[src/rtl/ff_trunc_pkg.sv]
// Shared definitions for the fail-first truncation unit.
package ff_trunc_pkg;
    typedef enum logic {
        SC_IDLE = 1'b0,
        SC_RUN  = 1'b1
    } scan_state_e;
endpackage

[src/rtl/ff_scan.sv]
// Element scanner: visits one element per cycle in index order and stops at
// the first element whose hit bit is set, or after the last element.
// Assumes vl_start <= MAXVL and that hit/incl are stable while running.
module ff_scan #(
    parameter int MAXVL = 8,
    localparam int VLW = $clog2(MAXVL + 1),
    localparam int IW  = (MAXVL > 1) ? $clog2(MAXVL) : 1
) (
    input  logic             clk,
    input  logic             rst_n,
    input  logic             start,
    input  logic [VLW-1:0]   vl_start,
    input  logic [MAXVL-1:0] hit,
    input  logic             incl,
    output logic             done,
    output logic [VLW-1:0]   vl_out,
    output logic             found,
    output logic [IW-1:0]    fidx,
    output logic             running
);
    import ff_trunc_pkg::*;

    scan_state_e          state;
    logic [IW-1:0]        idx;
    logic [VLW-1:0]       len_q;
    logic                 at_last;

    // Flags the last element of the requested length.
    always_comb at_last = (VLW'(idx) == len_q - VLW'(1));

    // Scan state, element index and result registers.
    always_ff @(posedge clk) begin
        if (!rst_n) begin
            state  <= SC_IDLE;
            idx    <= '0;
            len_q  <= '0;
            done   <= 1'b0;
            vl_out <= '0;
            found  <= 1'b0;
            fidx   <= '0;
        end else begin
            done <= 1'b0;
            if (start) begin
                idx   <= '0;
                len_q <= vl_start;
                found <= 1'b0;
                fidx  <= '0;
                if (vl_start == '0) begin
                    vl_out <= '0;
                    done   <= 1'b1;
                    state  <= SC_IDLE;
                end else begin
                    state <= SC_RUN;
                end
            end else if (state == SC_RUN) begin
                if (hit[idx]) begin
                    found  <= 1'b1;
                    fidx   <= idx;
                    vl_out <= incl ? VLW'(idx) + VLW'(1) : VLW'(idx);
                    done   <= 1'b1;
                    state  <= SC_IDLE;
                end else if (at_last) begin
                    vl_out <= len_q;
                    done   <= 1'b1;
                    state  <= SC_IDLE;
                end else begin
                    idx <= idx + IW'(1);
                end
            end
        end
    end

    assign running = (state == SC_RUN);
endmodule

[src/rtl/ff_mask.sv]
// Per-element enable generator: turns the scan result into destination,
// zeroing, condition-register and exception controls.
// Assumes found/fidx/vl are held from done until the next start.
module ff_mask #(
    parameter int MAXVL = 8,
    localparam int VLW = $clog2(MAXVL + 1),
    localparam int IW  = (MAXVL > 1) ? $clog2(MAXVL) : 1
) (
    input  logic [VLW-1:0]   vl,
    input  logic             found,
    input  logic [IW-1:0]    fidx,
    input  logic [MAXVL-1:0] pred,
    input  logic             incl,
    input  logic             zero_en,
    input  logic             rc_en,
    input  logic             fp_mode,
    input  logic             done,
    output logic [MAXVL-1:0] dest_we,
    output logic [MAXVL-1:0] dest_zero,
    output logic [MAXVL-1:0] cr_we,
    output logic [MAXVL-1:0] exc_raise
);
    for (genvar i = 0; i < MAXVL; i++) begin : g_elem
        logic in_len, failed, eff, scanned;
        // Element classification relative to the scan result.
        always_comb begin
            in_len  = VLW'(i) < vl;
            failed  = found && (fidx == IW'(i));
            eff     = pred[i] && !failed;
            scanned = found ? (VLW'(i) <= VLW'(fidx)) : in_len;
        end
        // Output enables for this element.
        always_comb begin
            dest_we[i]   = in_len && (eff || zero_en);
            dest_zero[i] = in_len && zero_en && !eff;
            cr_we[i]     = rc_en && pred[i] && scanned;
            exc_raise[i] = done && fp_mode && incl && failed;
        end
    end
endmodule

[src/rtl/ff_trunc_unit.sv]
// Fail-first truncation unit top: samples the operation on start, selects the
// failure source, runs the scanner and drives the per-element controls.
// Assumes the controls are only read between done and the next start.
module ff_trunc_unit #(
    parameter int MAXVL = 8,
    localparam int VLW = $clog2(MAXVL + 1)
) (
    input  logic             clk,
    input  logic             rst_n,
    input  logic             start,
    input  logic [VLW-1:0]   vl_in,
    input  logic             incl,
    input  logic             zero_en,
    input  logic             rc_en,
    input  logic             fp_mode,
    input  logic [MAXVL-1:0] pred,
    input  logic [MAXVL-1:0] test_fail,
    input  logic [MAXVL-1:0] fp_exc,
    output logic             done,
    output logic [VLW-1:0]   vl_out,
    output logic [MAXVL-1:0] dest_we,
    output logic [MAXVL-1:0] dest_zero,
    output logic [MAXVL-1:0] cr_we,
    output logic [MAXVL-1:0] exc_raise
);
    localparam int IW = (MAXVL > 1) ? $clog2(MAXVL) : 1;

    logic [MAXVL-1:0] pred_q, src_q, hit;
    logic             incl_q, zero_q, rc_q, fp_q;
    logic [VLW-1:0]   vl_clamp, vl_cap;
    logic             found, scan_running;
    logic [IW-1:0]    fidx;

    // Limits the requested length to the supported maximum.
    always_comb vl_clamp = (vl_in > VLW'(MAXVL)) ? VLW'(MAXVL) : vl_in;

    // Samples the operation's masks and modes on start.
    always_ff @(posedge clk) begin
        if (!rst_n) begin
            pred_q <= '0;
            src_q  <= '0;
            incl_q <= 1'b0;
            zero_q <= 1'b0;
            rc_q   <= 1'b0;
            fp_q   <= 1'b0;
            vl_cap <= '0;
        end else if (start) begin
            pred_q <= pred;
            src_q  <= fp_mode ? fp_exc : test_fail;
            incl_q <= incl;
            zero_q <= zero_en;
            rc_q   <= rc_en;
            fp_q   <= fp_mode;
            vl_cap <= vl_clamp;
        end
    end

    // Active elements whose selected failure flag is set.
    always_comb hit = pred_q & src_q;

    ff_scan #(.MAXVL(MAXVL)) u_scan (
        .clk(clk), .rst_n(rst_n), .start(start), .vl_start(vl_clamp),
        .hit(hit), .incl(incl_q), .done(done), .vl_out(vl_out),
        .found(found), .fidx(fidx), .running(scan_running)
    );

    ff_mask #(.MAXVL(MAXVL)) u_mask (
        .vl(vl_out), .found(found), .fidx(fidx), .pred(pred_q),
        .incl(incl_q), .zero_en(zero_q), .rc_en(rc_q), .fp_mode(fp_q),
        .done(done), .dest_we(dest_we), .dest_zero(dest_zero),
        .cr_we(cr_we), .exc_raise(exc_raise)
    );
endmodule

[config.mk]
export PLATFORM = sky130hd
export DESIGN_NAME = ff_trunc_unit
export DESIGN_NICKNAME = d
export VERILOG_FILES = /design/src/rtl/ff_trunc_pkg.sv /design/src/rtl/ff_scan.sv /design/src/rtl/ff_mask.sv /design/src/rtl/ff_trunc_unit.sv
export SDC_FILE = /design/constraint.sdc
export NUM_CORES = 1
export LEC_CHECK = 0
export ABC_AREA = 1
export BUFFER_PORTS_ARGS = -buffer_cell sky130_fd_sc_hd__buf_2
export CORE_MARGIN = 4
export CORE_UTILIZATION = 47
export CTS_BUF_LIST = sky130_fd_sc_hd__clkbuf_4 sky130_fd_sc_hd__clkbuf_8
export DETAILED_ROUTE_END_ITERATION = 7
export GPL_ROUTABILITY_DRIVEN = 1
export MAX_ROUTING_LAYER = met4
export PLACE_DENSITY = 0.76
export SYNTH_ARGS = -nofsm -noshare
export SYNTH_HDL_FRONTEND = slang
export SYNTH_SLANG_ARGS = --single-unit
[constraint.sdc]
create_clock -name clk -period 1.5 [get_ports clk]
set_input_delay 0.3 -clock clk [delete_from_list [all_inputs] [get_ports clk]]
set_output_delay 0.3 -clock clk [all_outputs]
set_load 0.03 [all_outputs]
# [Word-level counts from Yosys, hierarchy flattened]
# Cells that the tools add are included.
[totals] regBits=37 in_bits=35 output_inout_bits=37 word_cells=172
[classes] add_sub_neg=3 order_cmp=17 eq_ne=9 mux=28 bitwise_logic=4 n_reduce_logical=98
[op_table] op="$logic_and A1 B1 Y1" count=66
[op_table] op="$mux W4" count=7
[op_table] op="$mux W1" count=19
[op_table] op="$logic_not A1 Y1" count=16
[op_table] op="$lt A3 B4 Y1 const A" count=4
[op_table] op="$eq A3 B3 Y1 const B" count=4
[op_table] op="$le A3 B3 Y1 const A" count=4
[op_table] op="$and A8 B8 Y8" count=1
[op_table] op="$logic_or A1 B1 Y1" count=8
[op_table] op="$lt A1 B4 Y1 const A" count=2
[op_table] op="$lt A2 B4 Y1 const A" count=2
[op_table] op="$mux W8" count=1
[op_table] op="$eq A3 B2 Y1 const B" count=2
[op_table] op="$le A2 B3 Y1 const A" count=2
[op_table] op="$reduce_and A3 Y1" count=2
[op_table] op="$add A3 B1 Y4 const B" count=1
[op_table] op="$eq A3 B4 Y1" count=1
[op_table] op="$gt A4 B4 Y1 const B" count=1
[op_table] op="$logic_not A4 Y1" count=1
[op_table] op="$lt A3 B4 Y1 const B" count=1
[op_table] op="$sub A4 B1 Y4 const B" count=1
[op_table] op="$add A3 B1 Y3 const B" count=1
[op_table] op="$bmux W1 S3" count=1
[op_table] op="$eq A3 B1 Y1 const B" count=1
[op_table] op="8 further kinds" count=10

# [Longest topological paths before layout]
# Gate-level depths: netlist (run 1).
[logic_depth] depth_word=6 mapped_depth=14

# [Hierarchy]
# A second synthesis (run 1) with hierarchy kept.
[unflattened] cells_unflattened=433 area_unflattened_um2=2572.5
[by_module_without_submodules] module="ff_scan" n_inst=1 cells_per_inst=165 area_per_inst_um2=1101.1 seq_area_each_um2=340.3
[by_module_without_submodules] module="ff_trunc_unit" n_inst=1 cells_per_inst=145 area_per_inst_um2=937.1 seq_area_each_um2=400.4
[by_module_without_submodules] module="ff_mask" n_inst=1 cells_per_inst=123 area_per_inst_um2=534.3 seq_area_each_um2=0.0

# [Least setup slack after synthesis (run 1)]
# No wires, ideal clock.
[synth_timing] path_type="register -> output" from="register u_scan.vl_out[2]" to="output port cr_we[4]" t_arrival_ns=2.405 setup_slack_ns=-1.205 stages_incl_launch_ff=5 path_buffers=0 path_cell_list="dfxtp_1 > nor2_1 > inv_1 > nand2_1 > a2111oi_0"
[synth_via] elab_chain_len=3
[synth_lines] item="start: declaration" line="ff_scan.sv:16" rtl="output logic [VLW-1:0] vl_out,"
[synth_lines] item="start signal: assignment" line="ff_scan.sv:59" rtl="vl_out <= incl ? VLW'(idx) + VLW'(1) : VLW'(idx);"
[synth_lines] item="start signal: assignment" line="ff_scan.sv:63" rtl="vl_out <= len_q;"
[synth_lines] item="$lt A3 B4 Y1" line="ff_mask.sv:27" rtl="in_len = VLW'(i) < vl;"
[synth_lines] item="$mux W1" line="ff_mask.sv:30" rtl="scanned = found ? (VLW'(i) <= VLW'(fidx)) : in_len;"
[synth_lines] item="$logic_and A1 B1 Y1" line="ff_mask.sv:36" rtl="cr_we[i] = rc_en && pred[i] && scanned;"
[synth_lines] item="end: declaration" line="ff_trunc_unit.sv:23" rtl="output logic [MAXVL-1:0] cr_we,"
# Every way passes these cells.

# [Worst setup path in the final report (run 1)]
[layout_timing] from="register u_scan.fidx[1]" to="output port dest_we[6]"
[layout_via] elab_chain_len=6
[layout_lines] item="start: declaration" line="ff_scan.sv:18" rtl="output logic [IW-1:0] fidx,"
[layout_lines] item="start signal: assignment" line="ff_scan.sv:58" rtl="fidx <= idx;"
[layout_lines] item="$eq A3 B3 Y1" line="ff_mask.sv:28" rtl="failed = found && (fidx == IW'(i));"
[layout_lines] item="$logic_and A1 B1 Y1" line="ff_mask.sv:28"
[layout_lines] item="$logic_not A1 Y1" line="ff_mask.sv:29" rtl="eff = pred[i] && !failed;"
[layout_lines] item="$logic_and A1 B1 Y1" line="ff_mask.sv:29"
[layout_lines] item="$logic_or A1 B1 Y1" line="ff_mask.sv:34" rtl="dest_we[i] = in_len && (eff || zero_en);"
[layout_lines] item="$logic_and A1 B1 Y1" line="ff_mask.sv:34"
[layout_lines] item="end: declaration" line="ff_trunc_unit.sv:21" rtl="output logic [MAXVL-1:0] dest_we,"
# Every way passes these cells.

==> qor.txt, run 1 <==
Startpoint of the lowest-slack hold path: zero_en
Number of global-route vias before repair: 3103
Final-report max-slew violation count: 0
Pwr/cell area: 632.2 nW/µm²
Number of detailed-routing iterations run before antenna repair: 8
Vias per cell: 7.228
Violations in the final reports: DRC, setup timing
FF+latch count, synth: 37
Clock latency reported for the late side of the worst-skew pair: 0.34 ns
Fraction of layout instances using a drive strength above 1: 61.30%
CTS sink count: 37
Post-synthesis instance total: 348
Hold-fix buffers, CTS: 0
Clk pin slew, worst setup/hold paths: 0.10 ns
Initial Utilization: 49.72%
Net count of the mapped netlist: 385
HPWL after detailed placement: 5482 µm
Area post-placement: 3149 µm²
Status: finished with violations
CP Class: reg -> out
Worst min-delay path class: in -> reg
Tightest Pin Transition: 0.6513 ns
Number of vias in the routed layout: 3925
Crit Reg-Reg Startpoint: u_scan.len_q[2]
Post-layout worst setup margin: -0.6433 ns
Clk buf depth: 2
Portion of the post-synthesis area used by sequential elements: 33.30%
Synth cell types: 34
EDFF count, synth: 0
Primary FF master, synth: sky130_fd_sc_hd__dfxtp_1
Count of routing violations after the opening detailed-route iteration: 825
Total die area: 5898 µm²
Timing-limited maximum frequency: 466.6 MHz
Leakage power of the design: 0.001974 µW
Worst slack at placement: -0.1413 ns
Number of top-level pins: 72
Max Fanout on Critical Path: 3
Final instance area: 4327 µm²
Complex-gate fraction of the synthesized area: 14.51%
Worst setup path startpoint: u_scan.fidx[1]
DIE WIDTH: 76.80 µm
Crit path launch type: flop
Final critical-path share of the clock period: 142.9%
Count of placed standard cells including taps: 500
Antenna violations before repair: 0
Fin crit period: 2.143 ns
Fraction of synthesized cell area in xor and xnor cells: 1.181%
Adder and majority cell fraction of the synthesized area: 1.125%
Synth Area in Simple Gates: 38.70%
First-pass GRT wire length: 16440 µm
Layout overhead on the synthesized area: 94.49%
Final std cells w/o fill: 543
Multiplexer share of the synthesized area: 0%
Core Rows: 24
Root Driver: sky130_fd_sc_hd__clkbuf_8
Final weighted congestion of routability-driven global placement: 0.9416
Routed wire length on met2: 6171 µm
Number of max-cap violations: 0
Maximum number of pins on one net before global-route repair: 18
Average wire length per cell after detail routing: 29.30 µm
Routed length on met1: 4954 µm
Async set-or-reset flop fraction in the synthesized netlist: 0%
Count of final setup violators: 45
Number of I/O port buffers: 71
Critical Path Sink Type: output port
H-tree level count: 2
Post-detailed-routing wire length: 15910 µm
RSZ-0062 raised after global routing: yes
Final hold violations: 0
Required time reported for the critical path endpoint: 1.20 ns
Worst endpoint data arrival time: 1.84 ns
Total DRC errors in the routed layout: 161
Yosys warning count: 0
Synth Cell Area: 2225 µm²
Core outline area: 4474 µm²
Clock tree skew after final layout: 0.02152 ns
Combinational family with the most area after synthesis: simple AND/OR/NAND/NOR gates
Tot GR Track Use: 36.69%
DR WL met3: 2709 µm
Die height: 76.80 µm
VDD IR max: 1070 µV
Count of antenna diodes in the layout: 0
Total number of nets in the final design: 527
CTS buffer count: 5
TritonCTS clock tree: built
Total global routing overflow: 0
Headroom to the max-slew limit: 56.53%
Top routing layer used: met4
Average instance area after synthesis: 6.393 µm²
Number of nets with antenna violations after detailed routing: 0
## cell type report
class,count,area (µm²)
sequential,37,784.5
multi-input combinational,252,1906
inverter,47,209.0
tap,52,65.06
fill,85,147.6
timing repair buffer,147,1242
clock inverter,2,37.54
clock buffer,6,82.58
## placed cells by master, fill, tap and decap left out, types with 3 or more instances in the layout
cell / n
sky130_fd_sc_hd__o21ai_1: 5
sky130_fd_sc_hd__nand2_4: 9
sky130_fd_sc_hd__clkbuf_8: 6
sky130_fd_sc_hd__buf_12: 3
sky130_fd_sc_hd__nor3_4: 8
sky130_fd_sc_hd__dfxtp_2: 8
sky130_fd_sc_hd__nor2_4: 18
sky130_fd_sc_hd__a2111oi_4: 4
sky130_fd_sc_hd__buf_6: 47
sky130_fd_sc_hd__nand3_1: 23
sky130_fd_sc_hd__a21oi_2: 6
sky130_fd_sc_hd__nor2_2: 11
sky130_fd_sc_hd__nor2_1: 27
sky130_fd_sc_hd__nand3_4: 6
sky130_fd_sc_hd__nand2_2: 25
sky130_fd_sc_hd__dfxtp_4: 9
sky130_fd_sc_hd__nand2_1: 55
sky130_fd_sc_hd__a21oi_1: 7
sky130_fd_sc_hd__inv_1: 24
sky130_fd_sc_hd__inv_2: 14
sky130_fd_sc_hd__buf_2: 40
sky130_fd_sc_hd__o31ai_1: 8
sky130_fd_sc_hd__nand3_2: 6
sky130_fd_sc_hd__dfxtp_1: 20
sky130_fd_sc_hd__clkinvlp_4: 3
sky130_fd_sc_hd__buf_4: 55
sky130_fd_sc_hd__o21ai_0: 15
sky130_fd_sc_hd__inv_4: 5
## worst paths after layout
path,cells after the start,slack [ns],end
worst max register to register,12,-0.29,u_scan.vl_out[1]
worst max-delay path,6,-0.64,dest_we[6]
worst min register to register,2,0.51,src_q[2]
worst min-delay path,3,0.25,zero_q
## cells by family (layout without fill, tap and decap cells)
| family | count (synthesis) | count (layout) |
|---|---|---|
| adder cells (fa/ha/maj) | 2 | 2 |
| flip-flops | 37 | 37 |
| AO/OA/AOI/OAI | 54 | 54 |
| AND/OR/NAND/NOR | 193 | 193 |
| XOR/XNOR | 3 | 3 |
| buffers and inverters | 59 | 202 |
## where the power goes
| part | internal (µW) | switching [µW] |
|---|---|---|
| clock | 541 | 449 |
| sequential | 1020 | 68.1 |
| combinational | 232 | 426 |
## per-stage QoR
| step | hold slack [ns] | utilization, % | setup TNS [ns] | power (µW) |
|---|---|---|---|---|
| after floorplan | 0.4279 | - | -1.752 | 1348 |
| after global routing | 0.2688 | 96.70 | -16.98 | 2773 |
| after CTS | 0.2203 | 83.11 | -7.124 | 2444 |
| final | 0.2487 | 96.70 | -15.30 | 2735 |
| after global placement | 0.4504 | 70.39 | -0.8488 | 1492 |
| after detailed placement | 0.4509 | 70.39 | -1.544 | 1504 |
## critical path, stage by stage, from the launching register on
cell                      delay (ns)
sky130_fd_sc_hd__dfxtp_4        0.43
sky130_fd_sc_hd__nand2_4        0.12
sky130_fd_sc_hd__inv_1          0.23
sky130_fd_sc_hd__a21oi_2        0.13
sky130_fd_sc_hd__nor2_1         0.36
sky130_fd_sc_hd__nor2_4         0.08
sky130_fd_sc_hd__buf_6          0.15
## synth_stat cells (3+ instances only)
| master | n | area [µm²] |
|---|---|---|
| sky130_fd_sc_hd__nand3_1 | 31 | 155.2 |
| sky130_fd_sc_hd__nor3_1 | 9 | 45.04 |
| sky130_fd_sc_hd__nand3_2 | 3 | 30.03 |
| sky130_fd_sc_hd__nand2_1 | 85 | 319.1 |
| sky130_fd_sc_hd__nor2_2 | 3 | 18.77 |
| sky130_fd_sc_hd__o21ai_0 | 18 | 90.09 |
| sky130_fd_sc_hd__a2111oi_0 | 4 | 35.03 |
| sky130_fd_sc_hd__nand2_2 | 3 | 18.77 |
| sky130_fd_sc_hd__nor2_1 | 51 | 191.4 |
| sky130_fd_sc_hd__dfxtp_1 | 37 | 740.7 |
| sky130_fd_sc_hd__clkbuf_1 | 5 | 18.77 |
| sky130_fd_sc_hd__o31ai_1 | 8 | 60.06 |
| sky130_fd_sc_hd__o21ai_1 | 6 | 30.03 |
| sky130_fd_sc_hd__inv_2 | 3 | 11.26 |
| sky130_fd_sc_hd__buf_2 | 3 | 15.01 |
| sky130_fd_sc_hd__a21oi_1 | 12 | 60.06 |
| sky130_fd_sc_hd__xnor2_1 | 3 | 26.28 |
| sky130_fd_sc_hd__inv_1 | 42 | 157.7 |
## layer usage
layer  GRT usage, %  up-vias
met5              -        -
met4          22.10        0
met3          8.314      259
met2          61.67      551
met1          39.28     1705
li1               -     1410
## state kept, by name (all words and copies together) (netlist names)
| signal | count |
|---|---|
| fp_q | 1 |
| incl_q | 1 |
| pred_q | 8 |
| rc_q | 1 |
| src_q | 8 |
| u_scan.done | 1 |
| u_scan.fidx | 3 |
| u_scan.found | 1 |
| u_scan.idx | 3 |
| u_scan.len_q | 4 |
| u_scan.running | 1 |
| u_scan.vl_out | 4 |
| zero_q | 1 |
## timing repair
action                                  in CTS  in global routing
setup buffers                               12                 25
pin swaps                                   26                 42
endpoints found under the hold margin        0                  0
gates resized for setup                    115                105
gates cloned                                 0                  1
endpoints found under the setup margin      40                 44
(Power assumes the default switching activity.)
==> run 2, diff against run 1 <==
--- a/config.mk
+++ b/config.mk
@@ -8,12 +8,12 @@
 export ABC_AREA = 1
 export BUFFER_PORTS_ARGS = -buffer_cell sky130_fd_sc_hd__buf_2
 export CORE_MARGIN = 4
-export CORE_UTILIZATION = 47
-export CTS_BUF_LIST = sky130_fd_sc_hd__clkbuf_4 sky130_fd_sc_hd__clkbuf_8
+export CORE_UTILIZATION = 46
 export DETAILED_ROUTE_END_ITERATION = 7
 export GPL_ROUTABILITY_DRIVEN = 1
 export MAX_ROUTING_LAYER = met4
-export PLACE_DENSITY = 0.76
+export PLACE_DENSITY = 0.74
+export SKIP_LAST_GASP = 1
 export SYNTH_ARGS = -nofsm -noshare
 export SYNTH_HDL_FRONTEND = slang
 export SYNTH_SLANG_ARGS = --single-unit
==> run 2 against run 1 <==
  * The flow finishes with violations (setup timing)
  * Sequential share of layout area rose by 0.75 points
  * Critical path depth rose by 3
  * Core utilization fell by 9.2 points
  * Via count fell by 13%
==> qor.txt, run 2 (same netlist as run 1, synthesis figures left out) <==
First-pass GRT wire length: 13700 µm
Headroom to the max-slew limit: 60.53%
Fillers: 181
Maximum number of pins on one net before global-route repair: 17
Violations in the final reports: setup timing
Tot GR Track Use: 29.77%
VDD IR max: 707.1 µV
Number of vias in the routed layout: 3404
Final critical-path share of the clock period: 132.6%
CP Capture Point: cr_we[0]
Initial Utilization: 47.41%
Timing-limited maximum frequency: 502.6 MHz
Sequence of cells on the critical path: buf_6, nor2_4, nand2_4, buf_6, nor2_4, nand2_2, nand3_2, inv_2, buf_6
Number of nets with antenna violations after detailed routing: 0
Worst endpoint data arrival time: 1.69 ns
Cell mode on critical path: sky130_fd_sc_hd__buf_6
FF-to-FF setup slack: -0.37 ns
Critical Path Sink Type: output port
Core Rows: 25
Vias per cell: 6.375
Clock latency reported for the late side of the worst-skew pair: 0.30 ns
HPWL after detailed placement: 5554 µm
Tightest Pin Transition: 0.5914 ns
Cell with the largest stage delay on the worst path: sky130_fd_sc_hd__dfxtp_2
Pwr/cell area: 623.4 nW/µm²
Die height: 77.54 µm
CP Class: reg -> out
RSZ-0062 raised after global routing: yes
Antenna violations before repair: 0
Fin crit period: 1.990 ns
Setup TNS after final layout: -11.45 ns
R2r worst-path depth: 14
Post-layout worst setup margin: -0.4897 ns
Worst min-delay path class: in -> reg
TritonCTS clock tree: built
Number of top-level pins: 72
Leakage power of the design: 0.001928 µW
Count of final setup violators: 44
Number of I/O port buffers: 71
Crit path launch type: flop
Total die area: 6012 µm²
Total number of nets in the final design: 516
Count of antenna diodes in the layout: 0
Biggest cell delay along the critical path: 0.34 ns
Final hold violations: 0
Fraction of layout instances using a drive strength above 1: 58.33%
Post-detailed-routing wire length: 12100 µm
DIE WIDTH: 77.54 µm
Number of detailed-routing iterations run before antenna repair: 5
Largest registers: pred_q x8, src_q x8
Most common cell after layout, fill and taps aside: sky130_fd_sc_hd__nand2_1
Core outline area: 4692 µm²
Clock tree skew after final layout: 0.009478 ns
Crit Reg-Reg Startpoint: u_scan.len_q[0]
Layout overhead on the synthesized area: 84.65%
Average wire length per cell after detail routing: 22.67 µm
Status: finished with violations
Most frequent cells in the layout: sky130_fd_sc_hd__nand2_1 (60), sky130_fd_sc_hd__buf_4 (52), sky130_fd_sc_hd__buf_6 (41), sky130_fd_sc_hd__buf_2 (39)
Max Fanout on Critical Path: 5
Worst slack at placement: -0.1784 ns
Required time reported for the critical path endpoint: 1.20 ns
Final-report max-slew violation count: 0
Count of routing violations after the opening detailed-route iteration: 375
Final weighted congestion of routability-driven global placement: 0.9241
Clk pin slew, worst setup/hold paths: 0.08 ns
Overall Power: 2561 µW
Footprint of the multi-input gates: 1813 µm²
CTS buffer count: 5
CTS sink count: 37
Crit Reg-Reg Endpoint: u_scan.vl_out[1]
Number of max-cap violations: 0
Hold-fix buffers, CTS: 0
H-tree level count: 2
Total DRC errors in the routed layout: 0
Number of global-route vias before repair: 2799
Total global routing overflow: 0
Sequential cell area in the final layout: 775.7 µm²
Worst setup path startpoint: u_scan.vl_out[3]
Clk buf depth: 2
Root Driver: sky130_fd_sc_hd__clkbuf_8
run 2: changes by cell type in the layout (fill, tap and decap cells not counted), moves of 3 or more:
cell | previous run | this run
sky130_fd_sc_hd__nand2_2 | 25 | 21
sky130_fd_sc_hd__dfxtp_1 | 20 | 23
sky130_fd_sc_hd__inv_4 | 5 | 2
sky130_fd_sc_hd__inv_2 | 14 | 17
sky130_fd_sc_hd__nand3_2 | 6 | 12
sky130_fd_sc_hd__nand2_1 | 55 | 60
sky130_fd_sc_hd__nand3_4 | 6 | 2
sky130_fd_sc_hd__buf_6 | 47 | 41
sky130_fd_sc_hd__buf_4 | 55 | 52
run 2: repair_timing:
item,4_1_cts,5_1_grt
setup buffers,6,18
pin swaps,21,38
setup endpoints to repair,39,45
cloned,0,1
gates resized for setup,111,83
run 2: worst max-delay path, delay by kind of cell (launching register included):
kind          cells  cell delay (ns)
flops             1             0.34
simple gates      5             0.57
buf+inv           4             0.46
run 2: through the flow:
step | instances | hold WS (ns) | cell area, µm² | util (%)
2_1_floorplan | 348 | 0.4279 | 2475 | -
3_3_place_gp | 504 | 0.4490 | 3192 | 68.03
3_5_place_dp | 504 | 0.4480 | 3192 | 68.03
4_1_cts | 517 | 0.2295 | 3706 | 78.99
5_1_grt | 534 | 0.2527 | 4108 | 87.55
6_report | 534 | 0.2427 | 4108 | 87.55
run 2: power by group:
group	leakage, µW	internal, µW	switching [µW]	total (µW)
Clock	0.0000574	541	369	909
Sequential	0.000312	1020	50.8	1070
Combinational	0.00156	218	361	578
Total	0.00193	1780	780	2560
run 2: final cells by class:
cell class	count	area share [%]
multi-input combinational	252	44.14
timing repair buffer	136	27.57
sequential	37	18.89
inverter	47	4.843
clock buffer	6	2.010
tap	54	1.645
clock inverter	2	0.9138
run 2: worst min path at each step:
stage	cells after the start	slack, ns	to	startpoint
final	3	0.24	pred_q[0]	pred[0]
after floorplan	2	0.43	src_q[5]	src_q[5]
after detailed placement	2	0.45	src_q[3]	src_q[3]
after CTS	3	0.23	pred_q[0]	pred[0]
after global routing	3	0.25	pred_q[0]	pred[0]
after global placement	2	0.45	src_q[3]	src_q[3]
run 2: metal layers:
layer	share of wire, %	track usage (%)	routed length [µm]	vias to the layer above
met5	0	-	0	-
met3	11	4.060	1349	104
met1	34	34.01	4092	1560
li1	-	-	-	1391
met4	8.5	13.35	1029	0
met2	47	51.81	5632	349
==> run 3, diff against run 2 <==
--- a/config.mk
+++ b/config.mk
@@ -8,11 +8,12 @@
 export ABC_AREA = 1
 export BUFFER_PORTS_ARGS = -buffer_cell sky130_fd_sc_hd__buf_2
 export CORE_MARGIN = 4
-export CORE_UTILIZATION = 46
+export CORE_UTILIZATION = 47
+export CTS_BUF_LIST = sky130_fd_sc_hd__clkbuf_4 sky130_fd_sc_hd__clkbuf_8
 export DETAILED_ROUTE_END_ITERATION = 7
 export GPL_ROUTABILITY_DRIVEN = 1
 export MAX_ROUTING_LAYER = met4
-export PLACE_DENSITY = 0.74
+export PLACE_DENSITY = 0.76
 export SKIP_LAST_GASP = 1
 export SYNTH_ARGS = -nofsm -noshare
 export SYNTH_HDL_FRONTEND = slang
==> run 3 against run 2 <==
  * The flow finishes with violations (DRC, setup timing)
  * Largest cell class unchanged
  * Largest power group unchanged
  * Worst setup slack lost 0.0016 ns
  * Register-to-register slack gained 0.13 ns
  * Combinational power is 3% higher
  * Routed wire length grew 9.9%
  * Critical path type unchanged
  * Sequential power about the same
  * Power up 2.3%
  * Sequential share of layout area rose by 0.093 points
==> qor.txt, run 3 (same netlist as run 1, synthesis figures left out) <==
Max Fanout on Critical Path: 4
Largest registers: pred_q x8, src_q x8
TritonCTS clock tree: built
Number of I/O port buffers: 71
Die height: 76.80 µm
Post-layout worst setup margin: -0.4914 ns
Root Driver: sky130_fd_sc_hd__clkbuf_8
First-pass GRT wire length: 15350 µm
H-tree level count: 2
Crit path launch type: flop
Leakage power of the design: 0.001892 µW
CTS sink count: 37
Fraction of layout instances using a drive strength above 1: 59.00%
Core Rows: 24
Count of final setup violators: 43
Pwr/cell area: 636.6 nW/µm²
Number of nets with antenna violations after detailed routing: 0
Clk pin slew, worst setup/hold paths: 0.08 ns
VDD IR max: 804.6 µV
Count of antenna diodes in the layout: 0
Worst slack at placement: -0.1413 ns
Maximum number of pins on one net before global-route repair: 18
Core Util, Final: 91.95%
Total die area: 5898 µm²
Number of vias in the routed layout: 3554
Fin crit period: 1.991 ns
CTS buffer count: 5
Final critical-path share of the clock period: 132.8%
Required time reported for the critical path endpoint: 1.20 ns
Clock latency reported for the late side of the worst-skew pair: 0.31 ns
Average wire length per cell after detail routing: 25.10 µm
Worst endpoint data arrival time: 1.69 ns
Layout overhead on the synthesized area: 84.93%
Overall Power: 2619 µW
Number of detailed-routing iterations run before antenna repair: 8
Worst min-delay path class: in -> reg
Critical Path Sink Type: output port
Total global routing overflow: 0
Headroom to the max-slew limit: 61.38%
Most frequent cells in the layout: sky130_fd_sc_hd__nand2_1 (58), sky130_fd_sc_hd__buf_4 (49), sky130_fd_sc_hd__buf_6 (42), sky130_fd_sc_hd__buf_2 (40), sky130_fd_sc_hd__nor2_1 (27)
Min Hold Slack: 0.2380 ns
Final hold violations: 0
Setup TNS after final layout: -13.02 ns
Clk buf depth: 2
Number of global-route vias before repair: 3040
Number of max-cap violations: 0
Violations in the final reports: DRC, setup timing
Vias per cell: 6.706
Number of top-level pins: 72
Antenna violations before repair: 0
DIE WIDTH: 76.80 µm
Tot GR Track Use: 33.87%
Count of routing violations after the opening detailed-route iteration: 521
Status: finished with violations
Final weighted congestion of routability-driven global placement: 0.9416
CP Class: reg -> out
Final-report max-slew violation count: 0
Most common cell after layout, fill and taps aside: sky130_fd_sc_hd__nand2_1
Total number of nets in the final design: 514
Total DRC errors in the routed layout: 4
HPWL after detailed placement: 5482 µm
Core outline area: 4474 µm²
Hold-fix buffers, CTS: 0
Tightest Pin Transition: 0.5786 ns
Clock tree skew after final layout: 0.02047 ns
RSZ-0062 raised after global routing: yes
Post-detailed-routing wire length: 13300 µm
Initial Utilization: 49.72%
Timing-limited maximum frequency: 502.2 MHz
==> run 3: cell type report <==
| cell class | count | area (µm²) |
|---|---|---|
| Clock buffer | 6 | 82.58 |
| Multi-Input combinational cell | 252 | 1837 |
| Timing Repair Buffer | 134 | 1106 |
| Fill cell | 155 | 360.3 |
| Tap cell | 52 | 65.06 |
| Sequential cell | 37 | 780.7 |
| Clock inverter | 2 | 37.54 |
| Inverter | 47 | 205.2 |
==> run 3: critical path, stage by stage (launching register included) <==
cell and delay (ns):
sky130_fd_sc_hd__dfxtp_4 0.40, sky130_fd_sc_hd__buf_4 0.14, sky130_fd_sc_hd__inv_4 0.04, sky130_fd_sc_hd__nor2_4 0.16, sky130_fd_sc_hd__inv_2 0.09, sky130_fd_sc_hd__nor2_4 0.15, sky130_fd_sc_hd__nor2_2 0.08, sky130_fd_sc_hd__nand2_1 0.10
sky130_fd_sc_hd__nand2_2 0.07, sky130_fd_sc_hd__buf_6 0.14
==> run 3: final timing paths <==
kind	from	to	slack, ns	depth (start not counted)
min reg2reg	src_q[2]	src_q[2]	0.47	2
max	u_scan.fidx[2]	dest_we[4]	-0.49	9
max reg2reg	pred_q[6]	u_scan.fidx[1]	-0.24	11
min	pred[0]	pred_q[0]	0.24	3
==> run 3: per-stage QoR <==
stage | std cells | area (µm²)
after detailed placement | 500 | 3149
after global placement | 500 | 3149
after global routing | 530 | 4114
after floorplan | 348 | 2475
final | 530 | 4114
after CTS | 519 | 3717
==> run 3: where the power goes <==
group / switching [µW] / total (µW) / leakage, µW / internal [µW]
sequential: 56.2 / 1080 / 0.000313 / 1020
combinational: 378 / 593 / 0.00152 / 215
clock: 407 / 948 / 0.0000574 / 541
total: 841 / 2620 / 0.00189 / 1780
==> run 3: routing by layer <==
layer / up-vias / global-route usage, % / share of wire (%)
met4: 0 / 18.84 / 9.9
met2: 464 / 58.62 / 42
met1: 1544 / 36.62 / 33
met3: 164 / 5.855 / 14
li1: 1382 / - / -
met5: - / - / 0
==> run 3: timing repair <==
item / 4_1_cts / 5_1_grt
endpoints found under the setup margin: 40 / 44
pin swaps: 26 / 35
cloned: 0 / 1
resized for setup: 114 / 87
setup buffers: 12 / 12
